<file path="config.mk">
export PLATFORM = sky130hd
export DESIGN_NAME = cmd_dispatch
export DESIGN_NICKNAME = d
export VERILOG_FILES = /design/src/rtl/cmd_pkg.sv /design/src/rtl/cmd_rx.sv /design/src/rtl/cmd_spi_master.sv /design/src/rtl/cmd_seq.sv /design/src/rtl/cmd_dispatch.sv
export SDC_FILE = /design/constraint.sdc
export NUM_CORES = 1
export LEC_CHECK = 0
export CAP_MARGIN = 30
export CORE_MARGIN = 1.5
export CORE_UTILIZATION = 35
export DETAILED_ROUTE_END_ITERATION = 8
export DONT_BUFFER_PORTS = 1
export PLACE_DENSITY = 0.49
export SKIP_CTS_REPAIR_TIMING = 1
export SYNTH_ARGS = -nofsm -noshare
export SYNTH_HDL_FRONTEND = slang
export SYNTH_SLANG_ARGS = --single-unit
</file>
<file path="constraint.sdc">
create_clock -name clk -period 2.7 [get_ports clk]
set_input_delay 0.54 -clock clk [delete_from_list [all_inputs] [get_ports clk]]
set_output_delay 0.54 -clock clk [all_outputs]
set_load 0.03 [all_outputs]
</file>
<file path="src/rtl/cmd_pkg.sv">
package cmd_pkg;
  localparam int WORD_W = 32;

  typedef struct packed {
    logic [7:0] check;
    logic [7:0] board;
    logic [7:0] opcode;
    logic [7:0] chan;
  } cmd_word_t;

  localparam logic [7:0] CHK_NORMAL = 8'hAA;
  localparam logic [7:0] CHK_RXTEST = 8'h55;

  localparam logic [7:0] OP_LED        = 8'd1;
  localparam logic [7:0] OP_PULSE      = 8'd2;
  localparam logic [7:0] OP_PULSER_OFF = 8'd3;
  localparam logic [7:0] OP_PULSER_ON  = 8'd4;
  localparam logic [7:0] OP_ADC_DELAY  = 8'd5;
  localparam int         OP_MASK_BASE  = 6;
  localparam logic [7:0] OP_READ       = 8'd10;
  localparam logic [7:0] OP_SHOT_ONE   = 8'd11;
  localparam logic [7:0] OP_SHOT_RANGE = 8'd12;

  localparam logic [7:0] RT_DELAY      = 8'd0;
  localparam int         RT_MASK_BASE  = 1;
  localparam logic [7:0] RT_START      = 8'd5;
  localparam logic [7:0] RT_READ       = 8'd6;

  localparam logic [7:0] LG_LED        = 8'd1;

  typedef enum logic [3:0] {
    S_IDLE, S_EXEC, S_PULSE, S_WAIT_FULL, S_REQ,
    S_SPI_CMD_W, S_GAP, S_SPI_DAT_W
  } seq_state_t;
endpackage

</file>
<file path="src/rtl/cmd_rx.sv">
module cmd_rx
  import cmd_pkg::*;
(
  input  logic              clk,
  input  logic              rst,
  input  logic              accept_en,
  input  logic              in_valid,
  input  logic [WORD_W-1:0] in_data,
  input  logic              in_last,
  output logic              in_ready,
  input  logic              pkt_take,
  output logic              pkt_valid,
  output logic [WORD_W-1:0] pkt_cmd,
  output logic [WORD_W-1:0] pkt_dat
);
  typedef enum logic [1:0] {B_CMD, B_DAT, B_DRAIN} beat_t;
  beat_t beat;

  assign in_ready = accept_en && !pkt_valid;

  always_ff @(posedge clk) begin
    if (rst) begin
      beat      <= B_CMD;
      pkt_valid <= 1'b0;
      pkt_cmd   <= '0;
      pkt_dat   <= '0;
    end else begin
      if (pkt_take) pkt_valid <= 1'b0;
      if (in_valid && in_ready) begin
        case (beat)
          B_CMD: begin
            pkt_cmd <= in_data;
            beat    <= in_last ? B_CMD : B_DAT;
          end
          B_DAT: begin
            pkt_dat <= in_data;
            if (in_last) begin
              pkt_valid <= 1'b1;
              beat      <= B_CMD;
            end else begin
              beat <= B_DRAIN;
            end
          end
          default: if (in_last) beat <= B_CMD;
        endcase
      end
    end
  end
endmodule

</file>
<file path="src/rtl/cmd_spi_master.sv">
module cmd_spi_master
  import cmd_pkg::*;
#(
  parameter int NSEL  = 12,
  parameter int HALF  = 2,
  localparam int SEL_W = (NSEL > 1) ? $clog2(NSEL) : 1,
  localparam int HC_W  = (HALF > 1) ? $clog2(HALF) : 1,
  localparam int ED_W  = $clog2(2 * WORD_W)
) (
  input  logic              clk,
  input  logic              rst,
  input  logic              start,
  input  logic [WORD_W-1:0] word,
  input  logic [SEL_W-1:0]  sel,
  output logic              done,
  output logic              sclk,
  output logic              mosi,
  output logic [NSEL-1:0]   cs_n
);
  localparam logic [ED_W-1:0] LAST_EDGE = ED_W'(2 * WORD_W - 1);
  localparam logic [HC_W-1:0] HC_END    = HC_W'(HALF - 1);

  logic              busy;
  logic [WORD_W-1:0] sh;
  logic [HC_W-1:0]   hcnt;
  logic [ED_W-1:0]   edges;

  always_ff @(posedge clk) begin
    if (rst) begin
      busy  <= 1'b0;
      done  <= 1'b0;
      sclk  <= 1'b0;
      mosi  <= 1'b0;
      cs_n  <= '1;
      sh    <= '0;
      hcnt  <= '0;
      edges <= '0;
    end else begin
      done <= 1'b0;
      if (!busy) begin
        if (start) begin
          busy  <= 1'b1;
          cs_n  <= ~(NSEL'(1) << sel);
          mosi  <= word[WORD_W-1];
          sh    <= word << 1;
          hcnt  <= '0;
          edges <= '0;
        end
      end else if (hcnt == HC_END) begin
        hcnt  <= '0;
        sclk  <= ~sclk;
        edges <= edges + 1'b1;
        if (sclk) begin
          if (edges == LAST_EDGE) begin
            busy <= 1'b0;
            done <= 1'b1;
            cs_n <= '1;
            mosi <= 1'b0;
          end else begin
            mosi <= sh[WORD_W-1];
            sh   <= sh << 1;
          end
        end
      end else begin
        hcnt <= hcnt + 1'b1;
      end
    end
  end
endmodule

</file>
<file path="src/rtl/cmd_seq.sv">
module cmd_seq
  import cmd_pkg::*;
#(
  parameter int NUM_BOARDS   = 12,
  parameter int LED_W        = 24,
  parameter int MASK_W       = 24,
  parameter int NUM_GROUPS   = 4,
  parameter int CHAN_BYTES   = 8192,
  parameter int ADDR_W       = 32,
  parameter int PULSE_CYCLES = 3,
  parameter int GAP_CYCLES   = 50,
  localparam int SEL_W       = (NUM_BOARDS > 1) ? $clog2(NUM_BOARDS) : 1,
  localparam int CHAN_SHIFT  = $clog2(CHAN_BYTES),
  localparam int CNT_MAX     = (PULSE_CYCLES > GAP_CYCLES) ? PULSE_CYCLES : GAP_CYCLES,
  localparam int CNT_W       = $clog2(CNT_MAX + 1)
) (
  input  logic                                clk,
  input  logic                                rst,
  input  logic                                pkt_valid,
  input  logic [WORD_W-1:0]                   pkt_cmd,
  input  logic [WORD_W-1:0]                   pkt_dat,
  output logic                                pkt_take,
  output logic                                idle,
  output logic [LED_W-1:0]                    led,
  output logic                                pulse_trig,
  output logic                                pulser_en,
  output logic [WORD_W-1:0]                   adc_delay,
  output logic [NUM_GROUPS-1:0][MASK_W-1:0]   rx_mask,
  output logic                                adc_start,
  input  logic                                adc_full,
  output logic                                rd_req_valid,
  input  logic                                rd_req_ready,
  output logic [ADDR_W-1:0]                   rd_req_addr,
  output logic [ADDR_W-1:0]                   rd_req_len,
  output logic                                spi_start,
  output logic [WORD_W-1:0]                   spi_word,
  output logic [SEL_W-1:0]                    spi_sel,
  input  logic                                spi_done
);
  seq_state_t        st;
  cmd_word_t         cmd_q;
  logic [WORD_W-1:0] dat_q;
  logic [CNT_W-1:0]  cnt;
  logic              capture;
  logic              single;

  assign idle     = (st == S_IDLE);
  assign pkt_take = idle && pkt_valid;

  always_ff @(posedge clk) begin
    if (rst) begin
      st           <= S_IDLE;
      cmd_q        <= '0;
      dat_q        <= '0;
      cnt          <= '0;
      capture      <= 1'b0;
      single       <= 1'b0;
      led          <= '0;
      pulse_trig   <= 1'b0;
      pulser_en    <= 1'b0;
      adc_delay    <= '0;
      rx_mask      <= '0;
      adc_start    <= 1'b0;
      rd_req_valid <= 1'b0;
      rd_req_addr  <= '0;
      rd_req_len   <= '0;
      spi_start    <= 1'b0;
      spi_word     <= '0;
      spi_sel      <= '0;
    end else begin
      spi_start <= 1'b0;
      case (st)
        S_IDLE: if (pkt_valid) begin
          cmd_q <= pkt_cmd;
          dat_q <= pkt_dat;
          st    <= S_EXEC;
        end
        S_EXEC: begin
          st <= S_IDLE;
          if (cmd_q.check == CHK_NORMAL) begin
            if (cmd_q.board == 8'd0) begin
              case (cmd_q.opcode)
                OP_LED:        led <= dat_q[LED_W-1:0];
                OP_PULSE: begin
                  pulse_trig <= 1'b1;
                  cnt        <= '0;
                  capture    <= 1'b0;
                  st         <= S_PULSE;
                end
                OP_PULSER_OFF: pulser_en <= 1'b0;
                OP_PULSER_ON:  pulser_en <= 1'b1;
                OP_ADC_DELAY:  adc_delay <= dat_q;
                OP_READ: begin
                  single <= 1'b0;
                  st     <= S_WAIT_FULL;
                end
                OP_SHOT_ONE, OP_SHOT_RANGE: begin
                  pulse_trig <= 1'b1;
                  cnt        <= '0;
                  capture    <= 1'b1;
                  single     <= (cmd_q.opcode == OP_SHOT_ONE);
                  st         <= S_PULSE;
                end
                default: ;
              endcase
              for (int g = 0; g < NUM_GROUPS; g++)
                if (cmd_q.opcode == 8'(OP_MASK_BASE + g))
                  rx_mask[g] <= dat_q[MASK_W-1:0];
            end else if (cmd_q.board <= 8'(NUM_BOARDS)) begin
              spi_word  <= cmd_q;
              spi_sel   <= SEL_W'(cmd_q.board - 8'd1);
              spi_start <= 1'b1;
              st        <= S_SPI_CMD_W;
            end
          end else if (cmd_q.check == CHK_RXTEST) begin
            case (cmd_q.opcode)
              RT_DELAY: adc_delay <= dat_q;
              RT_START: adc_start <= 1'b1;
              RT_READ: begin
                single <= 1'b0;
                st     <= S_WAIT_FULL;
              end
              default: ;
            endcase
            for (int g = 0; g < NUM_GROUPS; g++)
              if (cmd_q.opcode == 8'(RT_MASK_BASE + g))
                rx_mask[g] <= dat_q[MASK_W-1:0];
          end else if (cmd_q.chan == LG_LED) begin
            led <= dat_q[LED_W-1:0];
          end
        end
        S_PULSE: begin
          if (cnt == CNT_W'(PULSE_CYCLES - 1)) begin
            pulse_trig <= 1'b0;
            if (capture) begin
              adc_start <= 1'b1;
              st        <= S_WAIT_FULL;
            end else begin
              st <= S_IDLE;
            end
          end else begin
            cnt <= cnt + 1'b1;
          end
        end
        S_WAIT_FULL: if (adc_full) begin
          adc_start    <= 1'b0;
          rd_req_valid <= 1'b1;
          rd_req_addr  <= ADDR_W'(dat_q[31:24]) << CHAN_SHIFT;
          rd_req_len   <= ADDR_W'(single ? 8'd1 : dat_q[23:16]) << CHAN_SHIFT;
          st           <= S_REQ;
        end
        S_REQ: if (rd_req_ready) begin
          rd_req_valid <= 1'b0;
          st           <= S_IDLE;
        end
        S_SPI_CMD_W: if (spi_done) begin
          cnt <= '0;
          st  <= S_GAP;
        end
        S_GAP: begin
          if (cnt == CNT_W'(GAP_CYCLES - 1)) begin
            spi_word  <= dat_q;
            spi_start <= 1'b1;
            st        <= S_SPI_DAT_W;
          end else begin
            cnt <= cnt + 1'b1;
          end
        end
        S_SPI_DAT_W: if (spi_done) st <= S_IDLE;
        default: st <= S_IDLE;
      endcase
    end
  end
endmodule

</file>
<file path="src/rtl/cmd_dispatch.sv">
module cmd_dispatch
  import cmd_pkg::*;
#(
  parameter int NUM_BOARDS   = 12,
  parameter int LED_W        = 24,
  parameter int MASK_W       = 24,
  parameter int NUM_GROUPS   = 4,
  parameter int CHAN_BYTES   = 8192,
  parameter int ADDR_W       = 32,
  parameter int PULSE_CYCLES = 3,
  parameter int GAP_CYCLES   = 50,
  parameter int SCLK_HALF    = 2,
  localparam int SEL_W       = (NUM_BOARDS > 1) ? $clog2(NUM_BOARDS) : 1
) (
  input  logic                         clk,
  input  logic                         rst,
  input  logic                         in_valid,
  input  logic [31:0]                  in_data,
  input  logic                         in_last,
  output logic                         in_ready,
  output logic [LED_W-1:0]             led,
  output logic                         pulse_trig,
  output logic                         pulser_en,
  output logic [31:0]                  adc_delay,
  output logic [NUM_GROUPS*MASK_W-1:0] rx_mask,
  output logic                         adc_start,
  input  logic                         adc_full,
  output logic                         rd_req_valid,
  input  logic                         rd_req_ready,
  output logic [ADDR_W-1:0]            rd_req_addr,
  output logic [ADDR_W-1:0]            rd_req_len,
  output logic                         spi_sclk,
  output logic                         spi_mosi,
  output logic [NUM_BOARDS-1:0]        spi_cs_n
);
  logic              idle, pkt_valid, pkt_take;
  logic [WORD_W-1:0] pkt_cmd, pkt_dat;
  logic              spi_start, spi_done;
  logic [WORD_W-1:0] spi_word;
  logic [SEL_W-1:0]  spi_sel;
  logic [NUM_GROUPS-1:0][MASK_W-1:0] mask_q;

  assign rx_mask = mask_q;

  cmd_rx u_rx (
    .clk(clk), .rst(rst), .accept_en(idle),
    .in_valid(in_valid), .in_data(in_data), .in_last(in_last), .in_ready(in_ready),
    .pkt_take(pkt_take), .pkt_valid(pkt_valid), .pkt_cmd(pkt_cmd), .pkt_dat(pkt_dat)
  );

  cmd_seq #(
    .NUM_BOARDS(NUM_BOARDS), .LED_W(LED_W), .MASK_W(MASK_W), .NUM_GROUPS(NUM_GROUPS),
    .CHAN_BYTES(CHAN_BYTES), .ADDR_W(ADDR_W), .PULSE_CYCLES(PULSE_CYCLES),
    .GAP_CYCLES(GAP_CYCLES)
  ) u_seq (
    .clk(clk), .rst(rst),
    .pkt_valid(pkt_valid), .pkt_cmd(pkt_cmd), .pkt_dat(pkt_dat), .pkt_take(pkt_take),
    .idle(idle), .led(led), .pulse_trig(pulse_trig), .pulser_en(pulser_en),
    .adc_delay(adc_delay), .rx_mask(mask_q), .adc_start(adc_start), .adc_full(adc_full),
    .rd_req_valid(rd_req_valid), .rd_req_ready(rd_req_ready),
    .rd_req_addr(rd_req_addr), .rd_req_len(rd_req_len),
    .spi_start(spi_start), .spi_word(spi_word), .spi_sel(spi_sel), .spi_done(spi_done)
  );

  cmd_spi_master #(.NSEL(NUM_BOARDS), .HALF(SCLK_HALF)) u_spi (
    .clk(clk), .rst(rst), .start(spi_start), .word(spi_word), .sel(spi_sel),
    .done(spi_done), .sclk(spi_sclk), .mosi(spi_mosi), .cs_n(spi_cs_n)
  );
endmodule

</file>
# --- Yosys cells after proc, flatten, opt, wreduce, memory -nomap -nowiden ---
# Cells that the tools add are included.
op_classes:
  add_sub_neg: 4
  mux: 110
  bitwise: 5
  shift: 1
  n_lt_le_gt_ge: 1
  n_reduce_logical: 54
  n_eq_ne: 57
ops:
  columns: ["op", "n"]
  rows:
  - ["$mux 32", 14]
  - ["$mux 24", 12]
  - ["$mux 96", 3]
  - ["$pmux 32 s2", 1]
  - ["$mux 12", 5]
  - ["$mux 6", 9]
  - ["$reduce_and 5->1", 9]
  - ["$eq 8x4->1 const B", 5]
  - ["$mux 4", 10]
  - ["$mux 1", 39]
  - ["$ne 2x2->1 const B", 19]
  - ["$eq 8x3->1 const B", 4]
  - ["$pmux 4 s8", 1]
  - ["$reduce_bool 2->1", 14]
  - ["$pmux 6 s4", 1]
  - ["$ne 2x1->1 const B", 11]
  - ["$reduce_and 7->1", 3]
  - ["$reduce_and 4->1", 5]
  - ["$eq 4x3->1 const B", 4]
  - ["$eq 8x1->1 const B", 2]
  - ["$eq 8x2->1 const B", 2]
  - ["$logic_not 8->1", 2]
  - ["$reduce_and 2->1", 7]
  - ["$add 6x1->6 const B", 2]
  - ["other kinds (30)", 48]
word_totals:
  regBits: 418
  output_inout_bits: 235
  in_bits: 38

# --- Longest topological paths before layout ---
# Gate-level depths: netlist of the first run.
depth:
  word_depth: 6
  ltp_mapped: 10
  mapped_depth_nobuf: 7

# --- Hierarchy ---
# A second synthesis of the first run with hierarchy kept.
hier_totals:
  cells_unflattened: 1863
  area_unflattened_um2: 16900.0
modules_own_cells:
  columns: ["mod", "area_each_um2", "n_inst", "cells_per_inst"]
  rows:
  - ["cmd_seq", 11763.8, 1, 1360]
  - ["cmd_rx", 2611.3, 1, 262]
  - ["cmd_spi_master", 2524.9, 1, 241]

# --- Worst setup path before layout of the first run ---
# Ideal clock, no wire load.
synth_path:
  path_kind: "register to register"
  startpoint: "register u_seq.st[2]"
  endpoint: "register u_rx.pkt_cmd[10]"
  path_buffers: 2
  path_stages_with_launch: 8
  path_slack_ns: 0.103
  required_ns: 2.630
  t_arrival_ns: 2.526
  cell_sequence: "dfxtp_1 buf_2 nor4_1 and2_1 nor3b_2 buf_2 nand2_1 a21oi_1"
synth_via:
  elab_chain_len: 4
synth_lines:
  columns: ["item", "line_no", "rtl"]
  rows:
  - ["start: declaration", "cmd_seq.sv:40", "seq_state_t st;"]
  - ["start signal: assignment", "cmd_seq.sv:52", "st <= S_IDLE;"]
  - ["start signal: assignment", "cmd_seq.sv:76", "st <= S_EXEC;"]
  - ["start signal: assignment", "cmd_seq.sv:79", "st <= S_IDLE;"]
  - ["$logic_not 4->1", "cmd_seq.sv:47", "assign idle = (st == S_IDLE);"]
  - ["$logic_and 1x1->1", "cmd_rx.sv:19", "assign in_ready = accept_en && !pkt_valid;"]
  - ["named net in_ready", "cmd_dispatch.sv:20", "output logic in_ready,"]
  - ["$logic_and 1x1->1", "cmd_rx.sv:29", "if (in_valid && in_ready) begin"]
  - ["$reduce_and 2->1 (no source line)", null, null]
  - ["end signal: assignment", "cmd_rx.sv:32", "pkt_cmd <= in_data;"]
  - ["end: declaration", "cmd_rx.sv:13", "output logic [WORD_W-1:0] pkt_cmd,"]
# The timed path passes the listed nets, and every way through them passes these cells.
# A chain may end at the register's enable or synchronous reset.

# --- Worst setup path after layout of the first run ---
layout_path:
  startpoint: "register u_seq.cmd_q[15] (netlist bit)"
  endpoint: "register u_seq.rx_mask[61] (netlist bit)"
layout_via:
  elab_chain_len: 3
  word_cells_on_any_way: 5
  classes_between: "eq/ne (3); reduce/logical (2)"
layout_lines:
  columns: ["item", "line_no", "rtl"]
  rows:
  - ["start: declaration", "cmd_seq.sv:41", "cmd_word_t cmd_q;"]
  - ["start signal: assignment", "cmd_seq.sv:74", "cmd_q <= pkt_cmd;"]
  - ["$eq 8x4->1 / $eq 8x2->1 (equally long branches)", "cmd_seq.sv:107, cmd_seq.sv:126", null]
  - ["$ne 2x2->1 (no source line) / $reduce_bool 2->1 (equally long branches)", null, null]
  - ["$reduce_and 5->1 (no source line) (*)", null, null]
  - ["end signal: indexed assignment", "cmd_seq.sv:108", "rx_mask[g] <= dat_q[MASK_W-1:0];"]
  - ["end signal: indexed assignment", "cmd_seq.sv:127", "rx_mask[g] <= dat_q[MASK_W-1:0];"]
  - ["end: declaration", "cmd_seq.sv:28", "output logic [NUM_GROUPS-1:0][MASK_W-1:0] rx_mask,"]
# Mark *: on every way between the ends. The rest lies on a longest branch, timed or not.

==> run metrics, run 1 <==
CP endpoint kind=flip-flop; CP max FO=24; XOR/XNOR Fraction of Synth Area=0.1564%; antenna cells=0; setup violators final=0; Reg2Reg Setup Slack=0.26 ns; Hold Crit Endpoint=u_rx.beat[1]$_SDFFE_PP0P_; H-tree levels=2; Post-synth EDFFs=0; Root Buffer=clkbuf_16; Period minus WS final=2.439 ns; Initial DRC Count=897; number of fill cells=4847; Tot Pwr=13270 uW; Final Hold Vio Count=0; mux cell area share after synthesis=9.660%; Slew Viols, Final=0; Worst R2R Path Depth=5; simple-gate share of the synthesized area=23.10%; GR Overflow Total=0; fraction of layout cells with a size suffix above 1=under 10%; footprint of the multi-input gates=7941 um2; hold path depth=1; Worst-Margin Slew=0.9974 ns; CP Data Arrival Time=2.86 ns; DP HPWL=~32 mm; CTS tree=yes; Sequential Area=8110 um2; Pre-antenna DRT Iters=5; Vias per Instance=between 5 and 6; PortBufs=0; VDD IR-drop max=0.4564 mV; WS Path Type=flip-flop to flip-flop; Max Cap Viol=0; Static Leak=0.006473 uW; max frequency=410.0 MHz; Clock Latency Late Sink=0.58 ns; switching share of power=25.49%; critical path data required time=3.12 ns; Hold Path Class=input pin to flip-flop; FF-to-FF End=u_seq.rx_mask[61]$_SDFFE_PP0P_; synthesized area=16800 um2; Placed Cells=about 2400; die area=49320 um2; final WL=48.18 mm; Mapped Cells=1914; via count=approximately 13000; #FFs+latches synth=405; initial antenna violation count=0; Netlist cell types=71; GRT Total Usage=a little under a fifth; Combinational Power Share=9.3%; largest family of logic cells by synthesized area=simple AND/OR/NAND/NOR gates; Area Overhead vs Synth=10.79%; remaining antenna violation count after routing=0; vias in the first global route=12390; Psw=about 3400 uW; row cnt=80; Core ar.=between 40000 and 50000 um2; PD cells=712.7 nW/um2; max_slew headroom=33.42%; layout net count=1908; Clock Path Buffers=3; # DRC=0; adder and majority cell fraction of the synthesized area=0.4469%; Sinks on Clock Net=approximately 410; Setup Skew=0.01826 ns; synth warn=0; Compound-Gate Fraction of Synth Area=12.42%; largest net degree at the start of global routing=439; Tcrit/Tclk final=between 90% and 100%; unrepaired setup endpoints after global routing=no; Die W=222.1 um; most used flip-flop cell after synthesis=dfxtp_1; first-pass GRT wire length=74.23 mm; RR Startpoint=u_seq.cmd_q[15]$_SDFFE_PP0P_; routed length per instance=19.24 um; Internal Pwr Total=9885 uW; mean area per synthesized cell=just under 9 um2; Seq/Total Area, Yosys=48.26%; Die Y=roughly 220 um; asr flop ratio synth=0%; min-delay src=in_last; total CTS buffers=45; non-filler cells, final=2504; setup TNS=0 ns; GP Congestion=0.8771; CP Launch Type=flip-flop; status=finished clean; Reg clk slew, reported paths=0.06 ns; Clk network pwr share=43.5%; Initial Util=35.33%; Top Ports=273; Reg power frac=between 40% and 50%
## sequential cells by signal, indices dropped and copies added, names as in the netlist, 2 cells and up
register / flops
u_rx.beat: 2
u_rx.pkt_cmd: 32
u_rx.pkt_dat: 32
u_seq.adc_delay: 32
u_seq.cmd_q: 32
u_seq.cnt: 6
u_seq.dat_q: 32
u_seq.led: 24
u_seq.rd_req_addr: 8
u_seq.rd_req_len: 8
u_seq.rx_mask: 96
u_seq.spi_sel: 4
u_seq.spi_word: 32
u_seq.st: 3
u_spi.cs_n: 12
u_spi.edges: 6
u_spi.sh: 31
## cell usage in the layout (no fill, tap or decap), types with 3 or more instances in the layout
cell | synthesis | layout
a21oi_1 | 187 | 187
o22ai_1 | 4 | 3
clkbuf_16 | 0 | 46
buf_4 | 51 | 40
or3_1 | 3 | 3
nand2b_1 | 179 | 179
and4_1 | 3 | 3
mux2i_1 | 161 | 161
dfxtp_1 | 405 | 403
and3_1 | 3 | 3
nor4bb_1 | 3 | 3
nor2_1 | 100 | 100
or4_1 | 4 | 4
nor3_1 | 14 | 14
nor2b_1 | 11 | 10
ha_1 | 6 | 6
o21ai_0 | 57 | 56
nand3_1 | 72 | 72
inv_1 | 12 | 12
or2_2 | 3 | 3
a31oi_1 | 4 | 4
a311oi_1 | 38 | 38
nand4b_1 | 7 | 7
nand2_1 | 334 | 333
clkbuf_8 | 0 | 4
a211oi_1 | 36 | 36
nand3b_1 | 15 | 15
clkbuf_1 | 105 | 17
conb_1 | 1 | 48
buf_12 | 0 | 5
nand4_1 | 11 | 11
## stage by stage
stage	hold slack (ns)	area (um2)	util [%]	setup WS, ns
finish	0.06929	18610	39.15	0.2609
global route	0.05085	18610	39.15	0.008635
CTS	0.01382	18610	39.15	0.3061
detailed placement	0.4396	17270	36.32	0.3123
global placement	0.4342	17270	36.32	0.4191
floorplan	0.4321	16980	-	0.1033
## worst max path at each step
| stage | cells past startpoint | end | start |
|---|---|---|---|
| floorplan | 7 | u_rx.pkt_cmd[10]$_SDFFE_PP0P_ | u_seq.st[2]$_SDFFE_PP0P_ |
| global placement | 9 | u_seq.rx_mask[79]$_SDFFE_PP0P_ | u_seq.cmd_q[16]$_SDFFE_PP0P_ |
| detailed placement | 5 | u_seq.rx_mask[69]$_SDFFE_PP0P_ | u_seq.cmd_q[15]$_SDFFE_PP0P_ |
| CTS | 5 | u_seq.rx_mask[49]$_SDFFE_PP0P_ | u_seq.cmd_q[15]$_SDFFE_PP0P_ |
| global route | 5 | u_seq.rx_mask[53]$_SDFFE_PP0P_ | u_seq.cmd_q[15]$_SDFFE_PP0P_ |
| finish | 5 | u_seq.rx_mask[61]$_SDFFE_PP0P_ | u_seq.cmd_q[15]$_SDFFE_PP0P_ |
## cell usage after synthesis, drive strengths merged (5+ instances only)
library cell	number	area share, %
a211oi	36	1.6
dfxtp	405	48
clkbuf	105	2.3
mux2i	161	9.6
nor2b	11	0.41
ha	6	0.45
nand3	73	2.2
nor2	101	2.3
a21oi	189	5.7
nand3b	15	0.67
nand2	335	7.5
nand4b	7	0.36
inv	12	0.27
a311oi	38	2.0
o21ai	58	1.7
buf	84	3.3
nand4	11	0.41
nand2b	179	6.7
nor3	14	0.42
nor3b	5	0.31
## power groups by stage
stage,Sequential [uW],Clock (uW),Combinational [uW]
after global placement,6390,0,1220
after CTS,6270,5950,1240
after floorplan,6350,0,1030
final,6270,5770,1230
after detailed placement,6400,0,1240
after global routing,6290,6170,1370
## layer usage
metal | vias to the layer above | GRT usage (%) | routed length (um)
li1 | 6358 | - | -
met1 | 6253 | 24.50 | 21000
met2 | 315 | 31.35 | 22880
met3 | 71 | 4.426 | 2926
met4 | 0 | 7.114 | 1371
met5 | - | 0 | 0
## kinds of logic after synthesis
logic type | count (synthesis)
multiplexers | 162
adder cells (fa/ha/maj) | 6
AO/OA/AOI/OAI | 349
AND/OR/NAND/NOR | 787
other | 1
buffers and inverters | 201
XOR/XNOR | 3
flip-flops | 405
## worst max-delay path, stage by stage, from the launching register on
cell     delay (ns)
dfxtp_1        0.35
nor4_4         0.54
nand4_1        0.36
o32a_1         0.61
o21ai_0        0.31
a21oi_1        0.10
## cell type report
cell class | count | share of cell area (%)
Clock buffer | 67 | 6.823
Clock inverter | 5 | 0.4101
Multi-Input combinational cell | 1355 | 42.67
Inverter | 12 | 0.2420
Sequential cell | 405 | 43.57
Tap cell | 615 | 4.134
Timing Repair Buffer | 45 | 2.151
(Power assumes the default switching activity.)
==> inputs of run 2 (changes only) <==
ABC_AREA = 1   (was not set)
CORE_MARGIN = 4   (was 1.5)
==> run metrics, run 2 <==
via count=13930 (+7.2%); Initial Util=35.57% (+0.23 points); met1 track demand over resource=26.72% (+2.2 points); Buf/Inv on CP=2 (+2); Period minus WS final=2.480 ns (+0.04041 ns); most common cell after layout, fill and taps aside=nand2_1; Top Ports=273 (unchanged); met2 usage=30.43% (-0.92 points); row cnt=79 (-1.3%); status=finished clean; synthesized area=16630 um2 (-1.0%); max reg flops=96 (unchanged); first-pass GRT wire length=77.03 mm (+3.8%); Clock Path Buffers=3 (unchanged); synth warn=0 (unchanged); Top reg by flops=u_seq.rx_mask; Root Buffer=clkbuf_16; Area Overhead vs Synth=9.721%; Reg clk slew, reported paths=0.06 ns (about the same); routed length per instance=18.06 um (-6.1%); non-filler cells, final=2865 (+14%); #FFs+latches synth=405 (unchanged); Hold WS=0.04840 ns (-0.02090 ns); PD cells=715.5 nW/um2 (+0.38%); setup violators final=0 (unchanged); Netlist cell types=37 (-48%); VDD IR-drop max=0.4696 mV (+2.9%); CP endpoint kind=flip-flop; met3 usage=4.459% (+0.032 points); CP delay by family, top=simple AND/OR/NAND/NOR gates; CP max FO=25 (+4.2%); initial antenna violation count=1 (+1); GRT Total Usage=19.35% (+0.20 points); # DRC=0 (unchanged); GRT busiest layer=met2; unrepaired setup endpoints after global routing=no; total CTS buffers=45 (unchanged); Seq/Total Area, Yosys=48.75% (+0.49 points); Placed Cells=2787 (+15%); Mapped Cells=2297 (+20%); GP Congestion=0.8271 (-5.7%); Synth area leader=dfxtp_1; Sinks on Clock Net=405 (unchanged); H-tree levels=2 (unchanged); Post-synth EDFFs=0 (unchanged); Worst-Margin Slew=0.8162 ns (-0.1812 ns); CP Data Arrival Time=2.99 ns (+0.13 ns); vias in the first global route=12540 (+1.2%); most frequent cell after synthesis=nand2_1; Synth area leaders=dfxtp_1, nand2_1, nor2_1; synth cell count leaders=nand2_1, nor2_1, dfxtp_1; Setup Skew=0.02081 ns (+0.002557 ns); Vias per Instance=4.861 (-6.3%); commonest non-fill, non-tap cells in the layout=nand2_1, nor2_1, dfxtp_1; most used flip-flop cell after synthesis=dfxtp_1; Yosys top cell area share=48.75% (+0.49 points); slowest CP cell=nand2_1; Hold Path Class=input pin to flip-flop; Max Cap Viol=0 (unchanged); final WL=51.75 mm (+7.4%); antenna cells=0 (unchanged); asr flop ratio synth=0% (unchanged); DP HPWL=34.51 mm (+6.6%); GR Overflow Total=0 (unchanged); PortBufs=0 (unchanged); Cell Chain, Critical Path=inv_1 -> nand2_1 -> nor2_1 -> nand2_1 -> nand2_1 -> o22ai_2 -> nand2_4 -> inv_4 -> nor2_1 -> nor2_1; Final Hold Vio Count=0 (unchanged); Pre-antenna DRT Iters=5 (unchanged); remaining antenna violation count after routing=0 (unchanged); Die W=226.0 um (+1.7%); die area=51060 um2 (+3.5%); Static Leak=0.007521 uW (+16%); setup TNS=0 ns (unchanged); number of fill cells=4879 (+0.66%); max frequency=403.3 MHz (-1.6%); critical path data required time=3.21 ns (+0.09 ns); CP max stage delay=0.42 ns (-0.19 ns); fraction of layout cells with a size suffix above 1=5.447% (-1.5 points); CTS tree=yes; Tcrit/Tclk final=91.83% (+1.5 points); largest net degree at the start of global routing=98 (-78%); Tot Pwr=13050 uW (-1.6%); Core ar.=46750 um2 (-1.7%); Clock Latency Late Sink=0.58 ns (about the same); Die Y=226.0 um (+1.7%); WS Path Type=flip-flop to flip-flop; CP Launch Type=flip-flop; Slew Viols, Final=0 (unchanged); layout net count=2271 (+19%); mean area per synthesized cell=7.240 um2 (-18%); max_slew headroom=45.51% (+12 points); Initial DRC Count=927 (+3.3%)
-- run 2: cell count changes after synthesis, moves of 35 or more --
cell      change
o21ai_0     +183
nand2b_1    -179
nand2_1     +104
nor2_1      +336
mux2i_1     -161
a31oi_1      +59
a21oi_1      -54
a211oi_1     -35
a311oi_1     -38
inv_1       +181
-- run 2: cells by family after synthesis --
logic type,after synthesis,share of synthesized area (%)
XOR/XNOR,4,0.2107
adder cells (fa/ha/maj),6,0.4514
other,1,0.02255
AND/OR/NAND/NOR,1020,25.02
buffers and inverters,395,10.86
flip-flops,405,48.75
AO/OA/AOI/OAI,466,14.68
-- run 2: layer usage --
metal | share of wire (%) | vias to the layer above
li1 | - | 7124
met1 | 46 | 6421
met2 | 46 | 317
met3 | 5.9 | 65
met4 | 2.2 | 0
met5 | 0 | -
-- run 2: area by class of cell --
class / instances / area [um2] / share of cell area (%)
flip-flops and latches: 405 / 8108 / 44.44
repair buffers: 31 / 352.8 / 1.934
clock inverters: 9 / 102.6 / 0.5623
well taps: 607 / 759.5 / 4.162
multi-input cells: 1544 / 6897 / 37.80
inverters: 200 / 760.7 / 4.169
clock buffers: 69 / 1266 / 6.940
-- run 2: worst paths after layout --
check / cells after the start / slack [ns] / from / endpoint
worst max-delay path: 10 / 0.22 / u_seq.cmd_q[24]$_SDFFE_PP0P_ / u_seq.rx_mask[5]$_SDFFE_PP0P_
worst max register to register: 10 / 0.22 / u_seq.cmd_q[24]$_SDFFE_PP0P_ / u_seq.rx_mask[5]$_SDFFE_PP0P_
worst min register to register: 2 / 0.47 / u_rx.pkt_cmd[13]$_SDFFE_PP0P_ / u_seq.cmd_q[13]$_SDFFE_PP0P_
worst min-delay path: 1 / 0.05 / rst / u_seq.cnt[1]$_SDFFE_PP0P_
-- run 2: stage by stage --
step	setup slack [ns]	util [%]	cell area, um2
floorplan	0.9744	-	16810
global placement	0.3271	36.03	16850
detailed placement	0.2864	36.09	16870
CTS	0.2710	39.02	18240
global route	0.06012	39.03	18250
finish	0.2205	39.03	18250
-- run 2: power by group --
group | internal [uW] | switching (uW)
combinational | 232 | 660
clock | 3330 | 2500
sequential | 6150 | 187
==> inputs of run 3 (changes only) <==
CTS_BUF_LIST = sky130_fd_sc_hd__clkbuf_8   (was not set)
==> run metrics, run 3 (synthesis gave the netlist of run 2 again) <==
Period minus WS final=2.483 ns (+0.003158 ns); Post-Route M1 WL=24.07 mm (+0.37%); unrepaired setup endpoints after global routing=no; Worst R2R Path Depth=10 (unchanged); Initial Util=35.57% (unchanged); Sinks on Clock Net=405 (unchanged); number of fill cells=4927 (+0.98%); CP Launch Type=flip-flop; PD cells=694.4 nW/um2 (-2.9%); die area=51060 um2 (unchanged); row cnt=79 (unchanged); WS Path Type=flip-flop to flip-flop; Root Buffer=clkbuf_8; setup violators final=0 (unchanged); max reg flops=96 (unchanged); vias in the first global route=12790 (+1.9%); Pre-antenna DRT Iters=5 (unchanged); max frequency=402.8 MHz (-0.13%); GP Congestion=0.8271 (unchanged); CP endpoint kind=flip-flop; commonest non-fill, non-tap cells in the layout=nand2_1, nor2_1, dfxtp_1; Setup Skew=0.01838 ns (-0.002429 ns); Max Cap Viol=0 (unchanged); DP HPWL=34.51 mm (unchanged); CP endpoint=u_seq.rx_mask[12]$_SDFFE_PP0P_; CP Data Arrival Time=3.04 ns (+0.05 ns); Worst-Margin Slew=0.8209 ns (+0.004778 ns); CP max FO=25 (unchanged); CTS tree=yes; Core ar.=46750 um2 (unchanged); Clock Latency Late Sink=0.63 ns (+0.05 ns); Die W=226.0 um (unchanged); Tot Pwr=12680 uW (-2.9%); Slew Viols, Final=0 (unchanged); first-pass GRT wire length=77.65 mm (+0.80%); Top reg by flops=u_seq.rx_mask; Tcrit/Tclk final=91.95% (+0.12 points); initial antenna violation count=2 (+1); min-delay src=in_data[2]; Vias per Instance=4.794 (-1.4%); RR Startpoint=u_seq.cmd_q[26]$_SDFFE_PP0P_; total CTS buffers=72 (+60%); CP startpoint=u_seq.cmd_q[26]$_SDFFE_PP0P_; final WL=52.05 mm (+0.57%); FF-to-FF End=u_seq.rx_mask[12]$_SDFFE_PP0P_; most common cell after layout, fill and taps aside=nand2_1; met2 WL=23.72 mm (+0.60%); # DRC=0 (unchanged); H-tree levels=3 (+1); Reg clk slew, reported paths=0.06 ns (about the same); routed length per instance=17.89 um (-0.95%); Hold WS=0.04824 ns (-0.0001581 ns); Max Used Layer=met4; remaining antenna violation count after routing=0 (unchanged); Clock Path Buffers=3 (unchanged); Top Ports=273 (unchanged); critical path data required time=3.26 ns (+0.05 ns); Initial DRC Count=1046 (+13%); max_slew headroom=45.20% (-0.32 points); GR Overflow Total=0 (unchanged); met3 WL post-DR=3.251 mm (+6.5%); fraction of layout cells with a size suffix above 1=6.867% (+1.4 points); VDD IR-drop max=0.3535 mV (-25%); Die Y=226.0 um (unchanged); Hold Path Class=input pin to flip-flop; status=finished clean; GRT Total Usage=19.57% (+0.22 points); Reg2Reg Setup Slack=0.22 ns (about the same); Final Hold Vio Count=0 (unchanged); PortBufs=0 (unchanged); largest net degree at the start of global routing=98 (unchanged); setup TNS=0 ns (unchanged); Area Overhead vs Synth=9.773% (about the same); layout net count=2299 (+1.2%); via count=13950 (+0.14%); Static Leak=0.007653 uW (+1.8%)
## run 3: cell types whose count changed in the layout (fill, tap and decap cells not counted), moves of 2 or more
cell / delta
clkbuf_8: +83
clkbuf_16: -45
inv_1: +27
clkbuf_1: -19
clkinvlp_4: +3
clkinv_2: -2
clkinv_8: -2
## run 3: worst min-delay path by stage
stage / end / cells past startpoint
after floorplan: u_spi.sh[1]$_SDFFE_PP0P_ / 2
after detailed placement: u_spi.sh[10]$_SDFFE_PP0P_ / 2
after global routing: u_rx.pkt_dat[31]$_SDFFE_PP0P_ / 2
after global placement: u_spi.sh[24]$_SDFFE_PP0P_ / 2
after CTS: u_seq.cmd_q[1]$_SDFFE_PP0P_ / 1
final: u_rx.pkt_dat[2]$_SDFFE_PP0P_ / 2
## run 3: worst max-delay path, stage by stage, from the launching register on
cell and delay (ns):
dfxtp_1 0.41, inv_2 0.06, nand2_1 0.07, nor2_1 0.04
nand2_1 0.41, nand2_1 0.36, o22ai_2 0.29, nand2_4 0.24
inv_4 0.33, nor2_1 0.07, nor2_1 0.11
## run 3: per-stage QoR
step                      setup WS [ns]  util [%]  instances  cell area (um2)
final                            0.2173     39.05       2909            18260
after global routing            0.06181     39.05       2909            18260
after CTS                        0.2796     38.98       2907            18220
after detailed placement         0.2864     36.09       2787            16870
after global placement           0.3271     36.03       2786            16850
after floorplan                  0.9744         -       2344            16810
## run 3: final cells by class
cell class                 count  area [um2]  share of cell area (%)
antenna                        1       2.502                 0.01371
inverter                     200       760.7                   4.167
tap                          607       759.5                   4.160
timing repair buffer          32       380.4                   2.084
sequential                   405        8108                   44.41
clock buffer                  88        1211                   6.635
clock inverter                32       136.4                  0.7471
multi-input combinational   1544        6897                   37.78
## run 3: report_power, final
group / internal (uW) / switching (uW) / total, uW
clock network: 2910 / 2510 / 5420
logic: 236 / 672 / 908
registers: 6160 / 187 / 6340
total: 9300 / 3370 / 12700
## run 3: per-layer routing
layer,vias to the layer above,global-route usage (%)
met2,326,30.38
met5,-,0
met1,6368,26.73
met3,70,5.096
met4,0,6.204
li1,7182,-
